==> config.mk <==
export PLATFORM = sky130hd
export DESIGN_NAME = rstwake_ctrl
export DESIGN_NICKNAME = d
export VERILOG_FILES = /design/src/rtl/rstwake_pkg.sv /design/src/rtl/rstwake_rst_sync.sv /design/src/rtl/rstwake_lvl_sync.sv /design/src/rtl/rstwake_pulse_meter.sv /design/src/rtl/rstwake_ctrl.sv
export SDC_FILE = /design/constraint.sdc
export NUM_CORES = 1
export LEC_CHECK = 0
export BUFFER_PORTS_ARGS = -buffer_cell sky130_fd_sc_hd__buf_4
export CORE_MARGIN = 5
export CORE_UTILIZATION = 30
export CTS_CLUSTER_DIAMETER = 150
export DETAILED_ROUTE_END_ITERATION = 10
export REMOVE_ABC_BUFFERS = 1
export SYNTH_ARGS = -nofsm -noshare
export SYNTH_HDL_FRONTEND = slang
export SYNTH_SLANG_ARGS = --single-unit
==> constraint.sdc <==
create_clock -name clk -period 1.72 [get_ports clk]
set_input_delay 0.172 -clock clk [delete_from_list [all_inputs] [get_ports clk]]
set_output_delay 0.172 -clock clk [all_outputs]
set_load 0.005 [all_outputs]
==> src/rtl/rstwake_pkg.sv <==
package rstwake_pkg;

  // Minimum qualified reset length, in clock periods
  localparam int DEF_MIN_RST_CLKS = 30;
  // Flops in each reset-release synchronizer
  localparam int DEF_SYNC_STAGES  = 2;

  // Wake pin product terms
  function automatic logic wake_terms(input logic sts, input logic en,
                                      input logic ovr, input logic mp,
                                      input logic lc);
    return (sts & en) | (ovr & mp) | (ovr & lc);
  endfunction

endpackage

==> src/rtl/rstwake_rst_sync.sv <==
// Asynchronous-assert, synchronous-release reset conditioner.
module rstwake_rst_sync #(
  parameter int STAGES = 2
) (
  input  logic clk,
  input  logic arst_n,
  output logic rst_o
);
  logic [STAGES-1:0] chain;

  always_ff @(posedge clk or negedge arst_n) begin
    if (!arst_n) chain <= '1;
    else         chain <= {chain[STAGES-2:0], 1'b0};
  end

  assign rst_o = chain[STAGES-1];
endmodule

==> src/rtl/rstwake_lvl_sync.sv <==
// Plain level synchronizer, no reset.
module rstwake_lvl_sync #(
  parameter int STAGES = 2
) (
  input  logic clk,
  input  logic d_i,
  output logic q_o
);
  logic [STAGES-1:0] chain;

  always_ff @(posedge clk) begin
    chain <= {chain[STAGES-2:0], d_i};
  end

  assign q_o = chain[STAGES-1];
endmodule

==> src/rtl/rstwake_pulse_meter.sv <==
// Measures synchronized reset pulses. Flags pulses shorter than MIN_CLKS.
module rstwake_pulse_meter #(
  parameter int MIN_CLKS = 30
) (
  input  logic clk,
  input  logic clr,
  input  logic act,
  output logic short_err
);
  localparam int CW = $clog2(MIN_CLKS + 1);
  localparam logic [CW-1:0] LIMIT = CW'(MIN_CLKS);

  logic [CW-1:0] cnt;
  logic          act_d;

  always_ff @(posedge clk) begin
    if (clr) begin
      cnt       <= '0;
      act_d     <= 1'b0;
      short_err <= 1'b0;
    end else begin
      act_d <= act;
      if (act) begin
        if (cnt != LIMIT) cnt <= cnt + 1'b1;
      end else begin
        cnt <= '0;
      end
      if (act_d && !act) short_err <= (cnt != LIMIT);
    end
  end
endmodule

==> src/rtl/rstwake_ctrl.sv <==
module rstwake_ctrl
  import rstwake_pkg::*;
#(
  parameter int MIN_RST_CLKS = DEF_MIN_RST_CLKS,
  parameter int SYNC_STAGES  = DEF_SYNC_STAGES
) (
  input  logic clk,
  input  logic rst_n_raw,
  input  logic pwr_good,
  input  logic pm_mode,
  input  logic wk_status,
  input  logic wk_enable,
  input  logic wk_override,
  input  logic magic_hit,
  input  logic link_chg,
  output logic hw_reset,
  output logic out_disable,
  output logic nand_test_en,
  output logic req_oe,
  output logic wake_oe,
  output logic wake_drv,
  output logic rst_short_err
);
  logic full_rst_n;
  logic qual_act;
  logic qual_act_s;

  // Core reset counts only when power is good
  assign full_rst_n = rst_n_raw | ~pwr_good;
  assign qual_act   = ~rst_n_raw & pwr_good;

  rstwake_rst_sync #(.STAGES(SYNC_STAGES)) u_core_sync (
    .clk    (clk),
    .arst_n (full_rst_n),
    .rst_o  (hw_reset)
  );

  rstwake_rst_sync #(.STAGES(SYNC_STAGES)) u_iso_sync (
    .clk    (clk),
    .arst_n (rst_n_raw),
    .rst_o  (out_disable)
  );

  rstwake_lvl_sync #(.STAGES(SYNC_STAGES)) u_act_sync (
    .clk (clk),
    .d_i (qual_act),
    .q_o (qual_act_s)
  );

  rstwake_pulse_meter #(.MIN_CLKS(MIN_RST_CLKS)) u_meter (
    .clk       (clk),
    .clr       (~pwr_good),
    .act       (qual_act_s),
    .short_err (rst_short_err)
  );

  assign nand_test_en = qual_act;
  assign req_oe       = ~out_disable & ~pm_mode;

  // Open-drain wake pin: no clock, no reset
  assign wake_oe  = wake_terms(wk_status, wk_enable, wk_override, magic_hit, link_chg);
  assign wake_drv = 1'b0;
endmodule

=== Yosys cells after proc, flatten, opt, wreduce, memory -nomap -nowiden ===
Cells that the tools add are included.

* Input port bits: 9
* Output and inout port bits: 7
* Logic and storage cells: 23
* Register bits after elaboration: 13

* Eq/ne operators: 1
* Bitwise gates (word level): 12
* Reduce and logical (&&, ||, !) cells: 3
* $add $sub $neg: 1

{| class="wikitable"
|+ Operators by type and width
! cell !! number
|-
| adder 5 x 1 -> 5 bit (second input constant) || 1
|-
| AND 1 bit || 5
|-
| inequality test 5 bit (second input constant) || 1
|-
| NOT 1 bit || 4
|-
| bitwise OR 1 bit || 3
|-
| AND reduction 2 bit || 1
|-
| logical AND 1 bit || 1
|-
| logical NOT 1 bit || 1
|}

=== Longest topological paths before layout ===
* Depth in word-level cells: 3
* Depth in mapped cells: 5
* Depth with buffers taken out: 5

=== By module ===
Synthesis repeated with hierarchy kept, for this count alone.

* Cells, all modules: 48
* Area total of the unflattened synthesis: 513.0 µm²

{| class="wikitable"
|+ By module, submodules not included
! module !! area each (µm²) !! seq. area each (µm²) !! cells an instance !! instances
|-
| rstwake_pulse_meter || 311.5 || 140.1 || 31 || 1
|-
| rstwake_rst_sync || 56.3 || 52.6 || 3 || 2
|-
| rstwake_ctrl || 48.8 || 0.0 || 9 || 1
|-
| rstwake_lvl_sync || 40.0 || 40.0 || 2 || 1
|}

=== Least setup slack after synthesis ===
Ideal clock, no wire load.

* Path type: flip-flop to flip-flop
* Start point: register u_meter.cnt[0]
* End point: register u_meter.cnt[1]
* Required time: 1.641 ns
* Cell stages (with the launch flop): 6
* Clock period less this slack: 1.090 ns
* Path slack: 0.630 ns
* Data arrival time: 1.011 ns
* Library setup time: 0.079 ns
* Buffers on the path: 0
* Path through: dfxtp_1 > inv_1 > ha_1 > nand4_4 > nor2_1 > a211oi_2

* Cells in the longest elaborated chain, start to end: 1
* Elaborated cells on any way between the ends: 2
* Classes of those cells: add/sub (1); eq/ne (1)

{| class="wikitable"
|+ Ends and longest elaborated chain
! what !! line !! RTL
|-
| start: declaration || rstwake_pulse_meter.sv:13 || <nowiki>logic [CW-1:0] cnt;</nowiki>
|-
| start signal: assignment || rstwake_pulse_meter.sv:24 || <nowiki>if (cnt != LIMIT) cnt <= cnt + 1'b1;</nowiki>
|-
| adder 5 x 1 -> 5 bit or inequality test 5 bit (tied branches) || rstwake_pulse_meter.sv:24 ||
|}

Several ways; a longest one is shown, not always the timed one.
A chain may end at the register's enable or synchronous reset.

=== Worst setup path after layout ===
* Start point: input rst_n_raw
* End point: output nand_test_en

* Cells in the longest elaborated chain, start to end: 2

{| class="wikitable"
|+ Ends and longest elaborated chain
! what !! line !! RTL
|-
| start: declaration || rstwake_ctrl.sv:8 || <nowiki>input logic rst_n_raw,</nowiki>
|-
| NOT 1 bit || rstwake_ctrl.sv:30 || <nowiki>assign qual_act = ~rst_n_raw & pwr_good;</nowiki>
|-
| AND 1 bit || rstwake_ctrl.sv:30 ||
|-
| end: declaration || rstwake_ctrl.sv:18 || <nowiki>output logic nand_test_en,</nowiki>
|}

Every way passes these cells.

==> qor.csv <==
metric,value,unit
grt_pass1_wl,1390,um
nets,79,
synth_top_cell_by_area,dfxtp_1,
ir_worst_vdd,434,uV
layout_min_cycle_time,1.41,ns
synthTopCellsByArea,"dfxtp_1, dfstp_2, ha_1, nand4_4, nand2_1",
grt_usage,7.43,%
final.setup.worst_slack,0.315,ns
ant_nets,0,
end_kind,primary output,
timing.setup.tns,0,ns
cp-start-kind,primary input,
cellPowerDensity,827,nW/um^2
critPathMaxFanout,3,
synth-adder-area-share,5.08,%
yosys.cell_types.count,19,
syn_area,493,um^2
cts_tree,yes,
cp_common_cell,buf_4,
outcome,finished clean,
diodes,0,
cts_buffers,3,
ioPinCount,16,
worstPathArrival,1.23,ns
ys_seq_elements,13,
met1_usage,8.71,%
worstSetupPathType,primary input to primary output,
max_stage_delay,0.54,ns
synth_compound_area_share,11.2,%
drt_wl_total,812,um
yosysSeqAreaShare,57.9,%
dr.first_iter.drc_count,5,
vias_per_cell,4.41,
critPathRequiredTime,1.55,ns
power_frac_clock,33.5,%
antenna_found_initial,0,
num_rows,14,
clockRootBuffer,clkbuf_4,
grt_pass1_vias,342,
dpl_worst_slack,0.551,ns
hold_violations,0,
netlist_instances,46,
finalSetupViolations,0,
synth_top_area_share,36.5,%
finalCritPeriodShare,81.7,%
utilization,43.7,%
drv_slew,0,
h-tree-depth,1,
die_area,2550,um^2
grt_overflow_total,0,
power_switching,0.000119,W
area.growth.synth_to_final,35.0,%
place_hpwl,619,um
drtPass1Iterations,2,
num_vias,366,
skew,0.00338,ns
ys_warn_count,0,
crit_path_top_delay_cell,dlygate4sd3_1,
gp_congestion,0.743,
maxCapViolCount,0,
synth-xor-area-share,3.55,%
clkLatencyLatePin,0.27,ns
initial_core_util,32.3,%
post_cts_buffers,0,
hold_path_class,flip-flop to flip-flop,
combPwrFrac,8.1,%
p_int,0.000431,W
die_w,50.5,um
synthMuxAreaShare,0,%
fmax,712,MHz
synth_top_family_by_area,simple AND/OR/NAND/NOR gates,
fillers,154,
grt_max_degree,9,
drive_above_1_share,35.8,%
cts_buffer_depth,2,
die_h,50.5,um
clk_pin_slew,0.08,ns
cp_cell_sequence,dlygate4sd3_1 > buf_4 > nand2b_1 > inv_1 > buf_4,
synth.avg_cell_area,10.7,um^2
grtUsageMet3,6.51,%
leakage,0.311,nW
synth-simple-area-share,17.8,%
rsz0062_at_grt,no,
swShare,21.6,%
gr-max-usage-layer,met2,
io_buffer_count,14,
wl_per_cell,9.78,um
cts_sinks,13,
core_area,1520,um^2
pwr-share-seq,58.4,%
drcViolationCount,0,
use_met2,9.09,%
==> synthesized netlist by cell type (all sizes together) <==
cell    n
dfxtp   9
xnor2   2
nand4   1
nand3   1
o21ai   2
dfstp   4
nor3    1
nor2    5
a21oi   1
nand2b  1
ha      2
buf     1
inv     3
a211oi  3
conb    1
nor2b   2
a31oi   2
nand2   5
==> layout by cell type (no fill, tap or decap) <==
cell	n
a211oi_1	2
a211oi_2	1
a21oi_1	1
a31oi_1	2
buf_4	14
clkbuf_4	3
clkinv_2	1
conb_1	3
dfstp_2	4
dfxtp_1	9
dlygate4sd3_1	2
ha_1	2
inv_1	3
nand2_1	5
nand2b_1	1
nand3_1	1
nand4_4	1
nor2_1	5
nor2b_1	2
nor3_1	1
o21ai_0	2
xnor2_1	2
==> metal layers <==
| layer | vias up | part of all wire [%] |
|---|---|---|
| met2 | 12 | 42 |
| met5 | - | 0 |
| met4 | 0 | 0.99 |
| li1 | 192 | - |
| met1 | 160 | 44 |
| met3 | 2 | 12 |
==> sequential cells by signal, summed over array words and instances, names as in the netlist <==
register	cells
u_meter.cnt	5
u_act_sync.chain	2
u_core_sync.chain	2
u_iso_sync.chain	2
u_meter.act_d	1
u_meter.short_err	1
==> area by class of cell <==
cell class | instances | area (um^2) | area share (%)
repair buffers | 16 | 125 | 18.8
multi-input cells | 31 | 196 | 29.5
inverters | 3 | 11.3 | 1.69
clock buffers | 3 | 22.5 | 3.38
flip-flops and latches | 13 | 285 | 42.9
clock inverters | 1 | 5.00 | 0.752
well taps | 16 | 20.0 | 3.01
==> final timing paths <==
check | slack, ns | startpoint | to | cells past startpoint
worst max-delay path | 0.31 | rst_n_raw | nand_test_en | 5
worst min-delay path | 0.33 | u_act_sync.chain[0]$_DFF_P_ | u_act_sync.chain[1]$_DFF_P_ | 0
worst max register to register | 0.55 | u_meter.cnt[0]$_SDFFE_PN0P_ | u_meter.cnt[1]$_SDFFE_PN0P_ | 5
worst min register to register | 0.33 | u_act_sync.chain[0]$_DFF_P_ | u_act_sync.chain[1]$_DFF_P_ | 0
max in group asynchronous | 1.15 | rst_n_raw | u_core_sync.chain[0]$_DFF_PP1_ | 3
min in group asynchronous | 0.39 | rst_n_raw | u_iso_sync.chain[0]$_DFF_PN1_ | 2
==> critical path: cells and delay by family <==
family | cells | cell delay (ns)
buffers and inverters | 4 | 0.89
AND/OR/NAND/NOR | 1 | 0.18
==> kinds of logic (layout without fill, tap and decap cells) <==
logic type                 after synthesis  in the layout
adders and majority gates                2              2
xor gates and xnor gates                 2              2
DFF                                     13             13
buffers and inverters                    4             23
other                                    1              3
and+or+nand+nor                         16             16
AOI/OAI and AO/OA                        8              8
==> power by group through the flow <==
stage | clock network, W | logic (W) | registers, W
2_1_floorplan | 0 | 0.0000126 | 0.000327
4_1_cts | 0.000197 | 0.0000453 | 0.000321
3_5_place_dp | 0 | 0.0000415 | 0.000328
6_report | 0.000185 | 0.0000446 | 0.000321
3_3_place_gp | 0 | 0.0000412 | 0.000327
5_1_grt | 0.000214 | 0.0000494 | 0.000323
==> stage by stage <==
stage	area, um^2	hold slack [ns]	std cells	power (W)
2_1_floorplan	493	0.0242	47	0.000340
3_3_place_gp	618	0.123	77	0.000369
3_5_place_dp	618	0.125	77	0.000369
4_1_cts	666	0.338	83	0.000564
5_1_grt	666	0.347	83	0.000586
6_report	666	0.334	83	0.000550
==> what timing repair did <==
item	4_1_cts	5_1_grt
gates resized for setup	0	0
hold endpoints to repair	4	0
hold buffers	2	0
(Power assumes the default switching activity.)
